===== config.mk =====
export PLATFORM = sky130hd
export DESIGN_NAME = thermal_guard
export DESIGN_NICKNAME = d
export VERILOG_FILES = /design/src/rtl/dtm_pkg.sv /design/src/rtl/dtm_window.sv /design/src/rtl/dtm_seq.sv /design/src/rtl/dtm_stats.sv /design/src/rtl/thermal_guard.sv
export SDC_FILE = /design/constraint.sdc
export NUM_CORES = 1
export LEC_CHECK = 0
export BUFFER_PORTS_ARGS = -buffer_cell sky130_fd_sc_hd__buf_2
export CAP_MARGIN = 20
export CORE_ASPECT_RATIO = 0.8
export CORE_UTILIZATION = 49
export CTS_BUF_LIST = sky130_fd_sc_hd__clkbuf_4 sky130_fd_sc_hd__clkbuf_8
export DETAILED_ROUTE_END_ITERATION = 10
export GPL_TIMING_DRIVEN = 0
export MAX_ROUTING_LAYER = met4
export PLACE_DENSITY = 0.71
export SLEW_MARGIN = 10
export SYNTH_ARGS = -nofsm -noshare
export SYNTH_HDL_FRONTEND = slang
export SYNTH_HIERARCHICAL = 1
export SYNTH_SLANG_ARGS = --single-unit

===== constraint.sdc =====
create_clock -name clk -period 3.5 [get_ports clk]
set_input_delay 0.35 -clock clk [delete_from_list [all_inputs] [get_ports clk]]
set_output_delay 0.35 -clock clk [all_outputs]
set_load 0.005 [all_outputs]

===== src/rtl/dtm_pkg.sv =====
package dtm_pkg;
  typedef enum logic [2:0] {
    PH_IDLE = 3'd0,
    PH_INIT = 3'd1,
    PH_RESP = 3'd2,
    PH_HOLD = 3'd3,
    PH_SHUT = 3'd4
  } phase_e;
endpackage


===== src/rtl/dtm_window.sv =====
module dtm_window #(
  parameter int TEMP_W   = 8,
  parameter int AVG_LOG2 = 2
) (
  input  logic              clk,
  input  logic              rst,
  input  logic              smp_valid,
  input  logic [TEMP_W-1:0] smp_data,
  output logic [TEMP_W-1:0] avg_q,
  output logic              done_q
);
  localparam int SUM_W = TEMP_W + AVG_LOG2;

  logic [AVG_LOG2-1:0] idx_q;
  logic [SUM_W-1:0]    acc_q;
  logic [SUM_W-1:0]    acc_n;
  logic                last_smp;

  assign acc_n    = acc_q + SUM_W'(smp_data);
  assign last_smp = &idx_q;

  always_ff @(posedge clk) begin
    if (rst) begin
      idx_q  <= '0;
      acc_q  <= '0;
      avg_q  <= '0;
      done_q <= 1'b0;
    end else begin
      done_q <= 1'b0;
      if (smp_valid) begin
        if (last_smp) begin
          avg_q  <= acc_n[SUM_W-1:AVG_LOG2];
          done_q <= 1'b1;
          acc_q  <= '0;
          idx_q  <= '0;
        end else begin
          acc_q <= acc_n;
          idx_q <= idx_q + 1'b1;
        end
      end
    end
  end


  done_after_sample_chk: assert property (@(posedge clk) disable iff (rst)
    done_q |-> $past(smp_valid));


  done_single_chk: assert property (@(posedge clk) disable iff (rst)
    done_q |=> !done_q || $past(smp_valid));
endmodule


===== src/rtl/dtm_seq.sv =====
module dtm_seq
  import dtm_pkg::*;
#(
  parameter int TEMP_W      = 8,
  parameter int DLY_W       = 16,
  parameter int DEF_TRIGGER = 200,
  parameter int DEF_RELEASE = 180,
  parameter int DEF_INIT    = 4,
  parameter int DEF_RESP    = 4,
  parameter int DEF_POLICY  = 16,
  parameter int DEF_SHUT    = 4
) (
  input  logic              clk,
  input  logic              rst,
  input  logic              win_done,
  input  logic [TEMP_W-1:0] win_avg,
  input  logic              cfg_load,
  input  logic [TEMP_W-1:0] cfg_trigger,
  input  logic [TEMP_W-1:0] cfg_release,
  input  logic [DLY_W-1:0]  cfg_init_dly,
  input  logic [DLY_W-1:0]  cfg_resp_dly,
  input  logic [DLY_W-1:0]  cfg_policy_dly,
  input  logic [DLY_W-1:0]  cfg_shut_dly,
  output phase_e            phase_q,
  output logic              throttle_q
);
  typedef struct packed {
    phase_e           ph;
    logic [DLY_W-1:0] n;
  } step_t;

  logic [TEMP_W-1:0] trig_q, rel_q;
  logic [DLY_W-1:0]  init_q, resp_q, pol_q, shut_q;
  logic [DLY_W-1:0]  cnt_q;
  logic [DLY_W-1:0]  pol_eff;
  step_t             go_hold, go_resp, go_init, go_shut, nxt;
  logic              cnt_last;

  assign pol_eff  = (pol_q == '0) ? DLY_W'(1) : pol_q;
  assign cnt_last = (cnt_q <= DLY_W'(1));

  // Entry points of the chain, each skipping a zero-length phase
  always_comb begin
    go_hold = '{ph: PH_HOLD, n: pol_eff};
    go_resp = (resp_q != '0) ? step_t'{ph: PH_RESP, n: resp_q} : go_hold;
    go_init = (init_q != '0) ? step_t'{ph: PH_INIT, n: init_q} : go_resp;
    go_shut = (shut_q != '0) ? step_t'{ph: PH_SHUT, n: shut_q}
                             : step_t'{ph: PH_IDLE, n: '0};
  end

  always_comb begin
    nxt = '{ph: phase_q, n: cnt_q - 1'b1};
    unique case (phase_q)
      PH_IDLE: begin
        nxt.n = '0;
        if (win_done && (win_avg >= trig_q)) nxt = go_init;
      end
      PH_INIT: if (cnt_last) nxt = go_resp;
      PH_RESP: if (cnt_last) nxt = go_hold;
      PH_HOLD: if (cnt_last) nxt = (win_avg >= rel_q) ? go_hold : go_shut;
      PH_SHUT: if (cnt_last) nxt = '{ph: PH_IDLE, n: '0};
      default: nxt = '{ph: PH_IDLE, n: '0};
    endcase
  end

  always_ff @(posedge clk) begin
    if (rst) begin
      phase_q    <= PH_IDLE;
      cnt_q      <= '0;
      throttle_q <= 1'b0;
    end else begin
      phase_q    <= nxt.ph;
      cnt_q      <= nxt.n;
      throttle_q <= (nxt.ph == PH_HOLD) || (nxt.ph == PH_SHUT);
    end
  end

  // Configuration shadow: written only while idle
  always_ff @(posedge clk) begin
    if (rst) begin
      trig_q <= TEMP_W'(DEF_TRIGGER);
      rel_q  <= TEMP_W'(DEF_RELEASE);
      init_q <= DLY_W'(DEF_INIT);
      resp_q <= DLY_W'(DEF_RESP);
      pol_q  <= DLY_W'(DEF_POLICY);
      shut_q <= DLY_W'(DEF_SHUT);
    end else if (cfg_load && (phase_q == PH_IDLE)) begin
      trig_q <= cfg_trigger;
      rel_q  <= cfg_release;
      init_q <= cfg_init_dly;
      resp_q <= cfg_resp_dly;
      pol_q  <= cfg_policy_dly;
      shut_q <= cfg_shut_dly;
    end
  end


  idle_needs_window_chk: assert property (@(posedge clk) disable iff (rst)
    (phase_q == PH_IDLE && !win_done) |=> phase_q == PH_IDLE);


  phase_dwell_chk: assert property (@(posedge clk) disable iff (rst)
    (phase_q != PH_IDLE && cnt_q > DLY_W'(1)) |=> $stable(phase_q));


  throttle_phase_chk: assert property (@(posedge clk) disable iff (rst)
    throttle_q |-> (phase_q == PH_HOLD || phase_q == PH_SHUT));


  cfg_locked_chk: assert property (@(posedge clk) disable iff (rst)
    (phase_q != PH_IDLE) |=> ($stable(trig_q) && $stable(init_q) && $stable(pol_q)));


  shut_exit_chk: assert property (@(posedge clk) disable iff (rst)
    (phase_q == PH_SHUT && cnt_last) |=> phase_q == PH_IDLE);
endmodule


===== src/rtl/dtm_stats.sv =====
module dtm_stats
  import dtm_pkg::*;
#(
  parameter int CNT_W = 32
) (
  input  logic             clk,
  input  logic             rst,
  input  phase_e           phase,
  output logic [CNT_W-1:0] engage_q,
  output logic [CNT_W-1:0] active_q
);
  logic was_hold_q;
  logic in_hold;

  assign in_hold = (phase == PH_HOLD);

  always_ff @(posedge clk) begin
    if (rst) begin
      was_hold_q <= 1'b0;
      engage_q   <= '0;
      active_q   <= '0;
    end else begin
      was_hold_q <= in_hold;
      if (in_hold && !was_hold_q) engage_q <= engage_q + 1'b1;
      if (in_hold)                active_q <= active_q + 1'b1;
    end
  end


  engage_le_active_chk: assert property (@(posedge clk) disable iff (rst)
    engage_q <= active_q);


  engage_step_chk: assert property (@(posedge clk) disable iff (rst)
    (engage_q != $past(engage_q)) |-> $past(phase == PH_HOLD));
endmodule


===== src/rtl/thermal_guard.sv =====
module thermal_guard
  import dtm_pkg::*;
#(
  parameter int TEMP_W      = 8,
  parameter int AVG_LOG2    = 2,
  parameter int DLY_W       = 16,
  parameter int CNT_W       = 32,
  parameter int DEF_TRIGGER = 200,
  parameter int DEF_RELEASE = 180,
  parameter int DEF_INIT    = 4,
  parameter int DEF_RESP    = 4,
  parameter int DEF_POLICY  = 16,
  parameter int DEF_SHUT    = 4
) (
  input  logic              clk,
  input  logic              rst,
  input  logic              temp_valid,
  input  logic [TEMP_W-1:0] temp_data,
  input  logic              cfg_load,
  input  logic [TEMP_W-1:0] cfg_trigger,
  input  logic [TEMP_W-1:0] cfg_release,
  input  logic [DLY_W-1:0]  cfg_init_dly,
  input  logic [DLY_W-1:0]  cfg_resp_dly,
  input  logic [DLY_W-1:0]  cfg_policy_dly,
  input  logic [DLY_W-1:0]  cfg_shut_dly,
  output logic              throttle_o,
  output logic [2:0]        phase_o,
  output logic [CNT_W-1:0]  engage_cnt_o,
  output logic [CNT_W-1:0]  active_cyc_o
);
  logic [TEMP_W-1:0] win_avg;
  logic              win_done;
  phase_e            phase;

  dtm_window #(.TEMP_W(TEMP_W), .AVG_LOG2(AVG_LOG2)) u_window (
    .clk(clk), .rst(rst), .smp_valid(temp_valid), .smp_data(temp_data),
    .avg_q(win_avg), .done_q(win_done)
  );

  dtm_seq #(
    .TEMP_W(TEMP_W), .DLY_W(DLY_W),
    .DEF_TRIGGER(DEF_TRIGGER), .DEF_RELEASE(DEF_RELEASE),
    .DEF_INIT(DEF_INIT), .DEF_RESP(DEF_RESP),
    .DEF_POLICY(DEF_POLICY), .DEF_SHUT(DEF_SHUT)
  ) u_seq (
    .clk(clk), .rst(rst), .win_done(win_done), .win_avg(win_avg),
    .cfg_load(cfg_load), .cfg_trigger(cfg_trigger), .cfg_release(cfg_release),
    .cfg_init_dly(cfg_init_dly), .cfg_resp_dly(cfg_resp_dly),
    .cfg_policy_dly(cfg_policy_dly), .cfg_shut_dly(cfg_shut_dly),
    .phase_q(phase), .throttle_q(throttle_o)
  );

  dtm_stats #(.CNT_W(CNT_W)) u_stats (
    .clk(clk), .rst(rst), .phase(phase),
    .engage_q(engage_cnt_o), .active_q(active_cyc_o)
  );

  assign phase_o = phase;


  reset_quiet_chk: assert property (@(posedge clk)
    $past(rst) |-> (phase_o == 3'd0 && !throttle_o && engage_cnt_o == '0));
endmodule


==> results of run 1 <==
[registers in the layout, indices dropped and copies added (netlist names), 3 cells and up]
register          count
u_stats/active_q     32
u_stats/engage_q     32
u_seq/cnt_q          16
u_seq/init_q         16
u_seq/pol_q          16
u_seq/resp_q         16
u_seq/shut_q         16
u_window/acc_q       10
u_seq/rel_q           8
u_seq/trig_q          8
u_window/avg_q        8
u_seq/phase_q         3
[cell usage in the layout, fill, tap and decap left out, drive strengths merged, types with 4 or more instances in the layout]
| master | synthesis | layout |
|---|---|---|
| nand2 | 220 | 220 |
| dfxtp | 186 | 186 |
| buf | 11 | 170 |
| a21oi | 161 | 161 |
| clkbuf | 55 | 76 |
| nor2 | 64 | 64 |
| nand3 | 40 | 40 |
| o21ai | 39 | 39 |
| or4 | 37 | 37 |
| inv | 29 | 34 |
| o31ai | 32 | 32 |
| ha | 29 | 29 |
| nor4 | 25 | 25 |
| or3 | 23 | 23 |
| nand4 | 21 | 21 |
| xnor2 | 21 | 21 |
| nor3 | 20 | 20 |
| and4 | 13 | 13 |
| a211o | 11 | 11 |
| and3 | 10 | 10 |
| nor2b | 10 | 10 |
| xor2 | 10 | 10 |
| o211ai | 9 | 9 |
| o221ai | 9 | 9 |
| and2 | 7 | 7 |
| nand2b | 7 | 7 |
| a21o | 6 | 6 |
| nand3b | 5 | 5 |
| or2 | 5 | 5 |
| a221oi | 5 | 5 |
| a211oi | 4 | 4 |
| a31oi | 4 | 4 |
| mux2i | 4 | 4 |
| nor4b | 4 | 4 |
| mux2 | 4 | 4 |
| clkinv | 1 | 4 |
[layer usage]
layer  share of wire  vias up  track usage
met3           0.083       40       0.0704
met5               0        -            -
met2            0.41      384        0.407
li1                -     4709            -
met4           0.018        0       0.0782
met1            0.49     4406        0.437
[final cells by class]
cell class | count | area (um2)
Clock inverter | 12 | 133
Timing Repair Buffer | 160 | 803
Tap cell | 258 | 323
Fill cell | 1788 | 7980
Buffer | 66 | 279
Sequential cell | 186 | 3720
Inverter | 30 | 113
Multi-Input combinational cell | 907 | 5360
Clock buffer | 20 | 256
[power breakdown]
part           total (mW)  leakage, nW  internal [mW]  switching, mW
clock network        1.43        0.190          0.608          0.823
logic               0.400         2.66          0.163          0.237
registers            2.26         1.52           2.18         0.0726
total                4.09         4.36           2.96           1.13
[cell families (layout without fill, tap and decap cells)]
kind of cell,Yosys count,in the layout,share of synthesized area
compound gates,313,313,0.205
flops,186,186,0.393
buf+inv,96,288,0.0413
fa+ha+maj,30,30,0.0404
mux,8,8,0.00898
xor+xnor,31,31,0.0287
simple gates,525,525,0.283
[worst max-delay path: stages (launching register included)]
cell and delay [ns]:
dfxtp_1 0.38, clkbuf_1 0.21, nor3_1 0.74, and2_1 0.22
clkbuf_1 0.29, clkbuf_1 0.52, buf_1 0.41, nand2_1 0.13
a21oi_1 0.13
[cells in the mapped netlist, drive strengths merged, types with 5 or more instances]
library cell,count
buf,11
nor2,64
a21o,6
xor2,10
and4,13
nand3b,5
nand2b,7
o211ai,9
nor3,20
or4,37
a211o,11
inv,29
nand2,220
nor2b,10
o221ai,9
o31ai,32
and3,10
clkbuf,55
xnor2,21
and2,7
o21ai,39
a221oi,5
or2,5
ha,29
nor4,25
a21oi,161
nand3,40
or3,23
nand4,21
dfxtp,186
[worst paths after layout]
| kind | startpoint | to | slack (ns) | cells after the start |
|---|---|---|---|---|
| setup / recovery | u_seq/phase_q[2]$_SDFF_PP0_ | u_seq/shut_q[0]$_SDFFE_PP0P_ | 0.41 | 8 |
| hold / removal | cfg_release[2] | u_seq/rel_q[2]$_SDFFE_PP1P_ | 0.08 | 2 |
| setup reg to reg | u_seq/phase_q[2]$_SDFF_PP0_ | u_seq/shut_q[0]$_SDFFE_PP0P_ | 0.41 | 8 |
| hold reg to reg | u_seq/trig_q[5]$_SDFFE_PP0P_ | u_seq/trig_q[5]$_SDFFE_PP0P_ | 0.46 | 2 |
[through the flow]
step                      instances   util  power (mW)  setup slack (ns)
final                          1639  0.579        4.09             0.412
after global routing           1639  0.579        4.27             0.173
after CTS                      1638  0.579        4.11             0.264
after detailed placement       1606  0.558        2.70             0.305
after global placement         1606  0.558        2.69             0.343
after floorplan                1189      -        2.53              1.15
==> impl_results.md, run 1 <==
* Deepest level of the CTS H-tree at 4
* Layout overhead on the synthesized area at 16.0%
* Number of antenna violations at the first check in global routing at 0
* RSZ-0062 raised after global routing: false
* Number of synthesis warnings at 6
* Count of boundary I/O pins at 160
* Endpoint kind of the worst setup timing path: flop
* Net count after synthesis at 1311
* Number of cells upsized or downsized after cts at 0
* HP Class: input port to flop
* Biggest area contributors in the synthesized netlist: dfxtp_1 39%, nand2_1 8.7%, a21oi_1 8.4%, ha_1 3.8%, nor2_1 2.5%
* Total clock buffers created by CTS at 17
* Initial detailed-routing violation count at 962
* Final Wtd Congestion at 0.949
* Clock tree skew after final layout at 0.0183 ns
* Max Clk Rate at 324 MHz
* Critical path arrival at 3.48 ns
* Total GRT Usage at 0.299
* Wire length of the first global-routing pass at 45100 um
* Cell type with the highest aggregate area in the netlist: dfxtp_1
* Nets@finish at 1490
* TritonRoute pass-1 iters at 5
* Final number of max-transition violations at 0
* Area post-placement at 0.0106 mm2
* Pin count of the biggest net entering global routing at 18
* Peak supply drop at 210 uV
* Count of vias placed by the detailed router at 9539
* TritonCTS clock tree: built
* Worst hold margin at 0.0809 ns
* Number of enable-type register cells in the synthesized netlist at 0
* Standby leakage power at 4.36 nW
* Routed length per placed instance at 17.3 um
* Overflow left after global routing at 0
* Proportion of synthesized flip-flops having asynchronous set or reset at 0
* Worst skew pair latency at 0.47 ns
* Chip height at 126 um
* DRC violation count after routing at 0
* Main synth FF type: dfxtp_1
* Via/cell ratio at 5.82
* Antenna-violating nets left at 0
* Cts-stage hold buffer count at 0
* Post-CTS Repair Setup Buffers at 0
* TritonCTS sink count at 186
* Area share of the largest cell type after synthesis at 0.393
* Die footprint at 0.0199 mm2
* Synth cell types at 76
* Critical Setup Path Class: flop to flop
* Clk buf depth at 2
* Antenna Cells at 0
* Final Hold Viols at 0
* Minimum clock period after layout at 3.09 ns
* Max cap viols at 0
* Seq/Total Area, Yosys at 0.393
* HPWL after DPL at 21400 um
* Required arrival time at the worst endpoint at 3.89 ns
* Final period util at 0.882
* Slew at the pin with the worst max-slew slack at 1.09 ns
* Slew margin rel. at 0.269
* Total of endpoints with negative setup slack in the final report at 0
* Starting utilization of the core area at 0.499
* Via count of the first global-routing pass at 8368
* Total power divided by cell area at 372 mW/mm2
* Wire length after detailed routing at 28300 um
* Critical path fanouts, max at 10
* Cell area after technology mapping at 0.00948 mm2
* Synth Area per Inst at 7.97 um2
* Total negative slack for setup checks at 0 ns
* Status: finished clean
* Root Driver: clkbuf_8
* Number of buffer cells added on primary ports at 159
* Placement Rows at 45
* Clock Pin Slew Worst Setup and Hold Paths at 0.11 ns
* Final design area excluding fillers at 0.0110 mm2
* Sort of element at the start of the critical path: flop
* Post-synthesis register bit count at 186
* Die span in x at 157 um
* Core Area at 0.0190 mm2
* Gate count of the mapped netlist at 1189
* Ratio of cells with drive above 1 in the final layout at 0.161
Power figures use the tool's default switching activity.
==> run 2: changes to the inputs <==
CORE_MARGIN = 4   (was not set)
==> impl_results.md, run 2 (synthesis gave the netlist of run 1 again) <==
* Most frequent cell on the critical path: clkbuf_1
* Deepest level of the CTS H-tree at 4
* Routed length per placed instance at 17.4 um
* DRC violation count after routing at 0
* HPWL after DPL at 21600 um
* Total of endpoints with negative setup slack in the final report at 0
* Met2 usage at 0.360
* Smallest setup slack after layout at 0.426 ns
* Worst skew pair latency at 0.46 ns
* Total clock buffers created by CTS at 17
* Cells along the critical path: clkbuf_1 -> nor3_1 -> and2_1 -> clkbuf_1 -> clkbuf_1 -> buf_1 -> nand2_1 -> a21oi_1
* Final Wtd Congestion at 1.00
* Met1 routing resource usage after global routing at 0.400
* Critical path arrival at 3.46 ns
* Starting utilization of the core area at 0.499
* RSZ-0062 raised after global routing: false
* Critical Setup Path Class: flop to flop
* Clock Pin Slew Worst Setup and Hold Paths at 0.10 ns
* TritonCTS sink count at 186
* Post-CTS Repair Setup Buffers at 0
* Endpoint kind of the worst setup timing path: flop
* Clock tree skew after final layout at 0.0179 ns
* Total power after layout at 4.28 mW
* TritonRoute pass-1 iters at 6
* Nets@finish at 1491
* Total power divided by cell area at 388 mW/mm2
* Core Area at 0.0190 mm2
* Placement Rows at 45
* Root Driver: clkbuf_8
* Minimum clock period after layout at 3.07 ns
* Final number of max-transition violations at 0
* GR peak layer: met1
* Standby leakage power at 4.40 nW
* Slew margin rel. at 0.339
* Ratio of cells with drive above 1 in the final layout at 0.161
* Post-layout util at 0.582
* Fin cells at 1638
* Cell Count Post-Placement at 1608
* Count of boundary I/O pins at 160
* Antenna-violating nets left at 0
* Total GRT Usage at 0.264
* HP Class: input port to flop
* Wire length of the first global-routing pass at 45000 um
* Wire length after detailed routing at 28500 um
* Slowest CP cell: nor3_1
* Layout overhead on the synthesized area at 16.6%
* Cts-stage hold buffer count at 0
* Most common cell after layout, fill and taps aside: nand2_1
* Initial detailed-routing violation count at 1202
* Final period util at 0.878
* Via/cell ratio at 5.85
* Required arrival time at the worst endpoint at 3.88 ns
* Peak supply drop at 245 uV
* Die footprint at 0.0216 mm2
* Clk buf depth at 2
* Pin count of the biggest net entering global routing at 17
* Largest incremental delay on the critical path at 0.70 ns
* Slew at the pin with the worst max-slew slack at 0.983 ns
* Overflow left after global routing at 0
* Met3 Resource Use GR at 0.0519
* Critical path fanouts, max at 10
* Max cap viols at 0
* Max Clk Rate at 325 MHz
* Sort of element at the start of the critical path: flop
* Number of cells upsized or downsized after cts at 0
* Total negative slack for setup checks at 0 ns
* Final Hold Viols at 0
* Antenna Cells at 0
* Chip height at 132 um
* Count of vias placed by the detailed router at 9586
* Worst slack, placed at 0.500 ns
* Most frequent cells in the layout: 220 x nand2_1, 186 x dfxtp_1, 162 x buf_2
* Biggest registers after layout: u_stats/active_q x32, u_stats/engage_q x32
* Number of buffer cells added on primary ports at 159
* Die span in x at 163 um
* Via count of the first global-routing pass at 8544
* Number of antenna violations at the first check in global routing at 0
* TritonCTS clock tree: built
* Status: finished clean
run 2: cell count changes in the layout (fill, tap and decap cells not counted):
| cell | delta |
|---|---|
| clkinv_8 | -1 |
| buf_2 | +2 |
| clkbuf_4 | -4 |
| clkinvlp_4 | -2 |
| bufinv_16 | +3 |
| clkbuf_8 | +2 |
| clkinv_4 | -2 |
| inv_6 | +1 |
run 2: final timing paths:
path,to,from,depth (start not counted),slack [ns]
worst min register to register,u_seq/trig_q[2]$_SDFFE_PP0P_,u_seq/trig_q[2]$_SDFFE_PP0P_,2,0.46
worst max register to register,u_seq/shut_q[0]$_SDFFE_PP0P_,u_seq/phase_q[2]$_SDFF_PP0_,8,0.43
worst min-delay path,u_seq/rel_q[7]$_SDFFE_PP1P_,cfg_release[7],2,0.1
worst max-delay path,u_seq/shut_q[0]$_SDFFE_PP0P_,u_seq/phase_q[2]$_SDFF_PP0_,8,0.43
run 2: routing by layer:
metal / part of all wire / up-vias
li1: - / 4697
met1: 0.49 / 4396
met2: 0.40 / 447
met3: 0.092 / 46
met4: 0.020 / 0
met5: 0 / -
run 2: critical path: cells and delay by family (launching register included):
| family | cells | cell delay [ns] |
|---|---|---|
| flip-flops | 1 | 0.37 |
| AO/OA/AOI/OAI | 1 | 0.16 |
| buffers and inverters | 4 | 1.45 |
| AND/OR/NAND/NOR | 3 | 1.02 |
run 2: power breakdown:
part	total, mW	internal, mW	switching [mW]
Clock	1.63	0.826	0.800
Combinational	0.401	0.163	0.238
Sequential	2.26	2.18	0.0720
Total	4.28	3.17	1.11
run 2: cell type report:
cell class | instances | area [um2]
tap | 258 | 323
sequential | 186 | 3720
buffer | 66 | 279
clock inverter | 11 | 183
inverter | 30 | 113
multi-input combinational | 907 | 5360
timing repair buffer | 161 | 806
clock buffer | 19 | 262
fill | 1868 | 7930
run 2: metrics by stage:
stage	instance area [um2]	hold slack (ns)
after CTS	11000	0.0765
after global placement	10600	0.446
final	11000	0.0988
after floorplan	9480	0.436
after detailed placement	10600	0.452
after global routing	11000	0.0633
==> run 3: changes to the inputs <==
CORE_UTILIZATION = 40   (was 49)
PLACE_DENSITY = not set   (was 0.71)
==> impl_results.md, run 3 (synthesis gave the netlist of run 1 again) <==
* Status: finished clean
* Internal portion of total power at 2.86 mW
* Clock share of power at 0.338
* Clock tree skew after final layout at 0.0312 ns
* Endpoint kind of the worst setup timing path: flop
* Most frequent cell on the critical path: clkbuf_1
* Cells along the critical path: clkbuf_1 -> nor3_1 -> and2_1 -> clkbuf_1 -> clkbuf_1 -> buf_1 -> nand2_1 -> a21oi_1
* Ratio of cells with drive above 1 in the final layout at 0.161
* Clock Pin Slew Worst Setup and Hold Paths at 0.09 ns
* Die footprint at 0.0262 mm2
* Starting utilization of the core area at 0.406
* Critical path arrival at 3.45 ns
* Hold-critical path depth at 2
* HP Class: input port to flop
* Start point of the worst min-delay path: cfg_trigger[7]
* Wire length after detailed routing at 30300 um
* Root Driver: clkbuf_8
* Core Area at 0.0233 mm2
* Antenna-violating nets left at 0
* Max Clk Rate at 328 MHz
* RSZ-0062 raised after global routing: false
* Number of antenna violations at the first check in global routing at 1
* Smallest setup slack after layout at 0.451 ns
* Peak supply drop at 186 uV
* Power share of the sequential group at 0.563
* Relative contribution of combinational cells to total power at 0.100
* TritonCTS sink count at 186
* Largest incremental delay on the critical path at 0.71 ns
* HPWL after DPL at 23200 um
* Overflow left after global routing at 0
* Pin count of the biggest net entering global routing at 18
* Cts-stage hold buffer count at 0
* Worst hold margin at 0.0870 ns
* Final Hold Viols at 0
* Destination of the worst hold path: u_seq/trig_q[7]$_SDFFE_PP1P_
* TritonRoute pass-1 iters at 5
* Final Wtd Congestion at 0.964
* Standby leakage power at 4.36 nW
* Max cap viols at 0
* Most common cell after layout, fill and taps aside: nand2_1
* Total GRT Usage at 0.231
* Layout overhead on the synthesized area at 16.3%
* Total power after layout at 4.02 mW
* DRC violation count after routing at 0
* Minimum clock period after layout at 3.05 ns
* Final number of max-transition violations at 0
* Worst reg-to-reg setup slack at 0.45 ns
* Slowest CP cell: nor3_1
* Total clock buffers created by CTS at 17
* Initial detailed-routing violation count at 715
* Worst slack, placed at 0.548 ns
* Most frequent cells in the layout: 220 x nand2_1, 186 x dfxtp_1, 162 x buf_2
* Critical R2R Capture: u_seq/shut_q[5]$_SDFFE_PP0P_
* Clk buf depth at 2
* Chip height at 146 um
* Slew at the pin with the worst max-slew slack at 1.02 ns
* Via count of the first global-routing pass at 8769
* Placement Rows at 50
* Critical Setup Path Class: flop to flop
* Via/cell ratio at 5.62
* Count of buffering cells on the critical path with inverters included at 4
* Critical path fanouts, max at 10
* Die span in x at 180 um
* Biggest registers after layout: u_stats/active_q x32, u_stats/engage_q x32
* Total of endpoints with negative setup slack in the final report at 0
* Worst skew pair latency at 0.48 ns
* Required arrival time at the worst endpoint at 3.90 ns
* Total negative slack for setup checks at 0 ns
* Worst flop-to-flop path startpoint: u_seq/phase_q[1]$_SDFF_PP0_
* Kind of cell adding the most delay to the critical path: buffers and inverters
* Deepest level of the CTS H-tree at 4
* Number of buffer cells added on primary ports at 159
* Number of cells upsized or downsized after cts at 0
* Slew margin rel. at 0.316
* Routed length per placed instance at 17.9 um
* Depth of the most critical reg-to-reg path at 8
* Wire length of the first global-routing pass at 48200 um
* Sort of element at the start of the critical path: flop
* Nets@finish at 1491
* Count of boundary I/O pins at 160
* Post-CTS Repair Setup Buffers at 0
* Count of vias placed by the detailed router at 9520
* Power spent charging and discharging nets at 1.15 mW
* Switching part of the total power at 0.287
* Final period util at 0.871
* TritonCTS clock tree: built
* Total power divided by cell area at 364 mW/mm2
-- run 3: area by class of cell --
class                      count  area (um2)
fill                        2411       12300
multi-input combinational    907        5360
sequential                   186        3720
timing repair buffer         161         806
tap                          312         390
buffer                        66         279
clock buffer                  18         241
inverter                      30         113
clock inverter                13         109
antenna                        1        2.50
-- run 3: worst max-delay path by stage --
stage,slack (ns),startpoint,cells past startpoint,to
floorplan,1.15,u_seq/cnt_q[0]$_SDFF_PP0_,9,u_seq/cnt_q[12]$_SDFF_PP0_
global route,0.17,u_seq/phase_q[2]$_SDFF_PP0_,8,u_seq/shut_q[5]$_SDFFE_PP0P_
detailed placement,0.55,u_seq/phase_q[2]$_SDFF_PP0_,8,u_seq/shut_q[5]$_SDFFE_PP0P_
finish,0.45,u_seq/phase_q[1]$_SDFF_PP0_,8,u_seq/shut_q[5]$_SDFFE_PP0P_
CTS,0.52,u_seq/phase_q[2]$_SDFF_PP0_,8,u_seq/shut_q[5]$_SDFFE_PP0P_
global placement,0.25,u_seq/phase_q[2]$_SDFF_PP0_,7,u_seq/cnt_q[15]$_SDFF_PP0_
-- run 3: stage by stage --
stage	area, um2	instances	utilization
global route	11000	1694	0.472
global placement	10700	1660	0.457
CTS	11000	1693	0.472
floorplan	9480	1189	-
finish	11000	1694	0.472
detailed placement	10700	1662	0.457
-- run 3: power by group through the flow --
| stage | Combinational [mW] | Clock (mW) | Sequential, mW |
|---|---|---|---|
| global route | 0.452 | 1.49 | 2.27 |
| detailed placement | 0.396 | 0 | 2.31 |
| CTS | 0.398 | 1.40 | 2.26 |
| floorplan | 0.262 | 0 | 2.27 |
| finish | 0.401 | 1.36 | 2.26 |
| global placement | 0.393 | 0 | 2.30 |
-- run 3: per-layer routing --
metal | wire [um] | part of all wire | track usage
met5 | 0 | 0 | -
met4 | 522 | 0.017 | 0.0563
met3 | 2050 | 0.068 | 0.0442
met2 | 11900 | 0.39 | 0.312
met1 | 15800 | 0.52 | 0.352
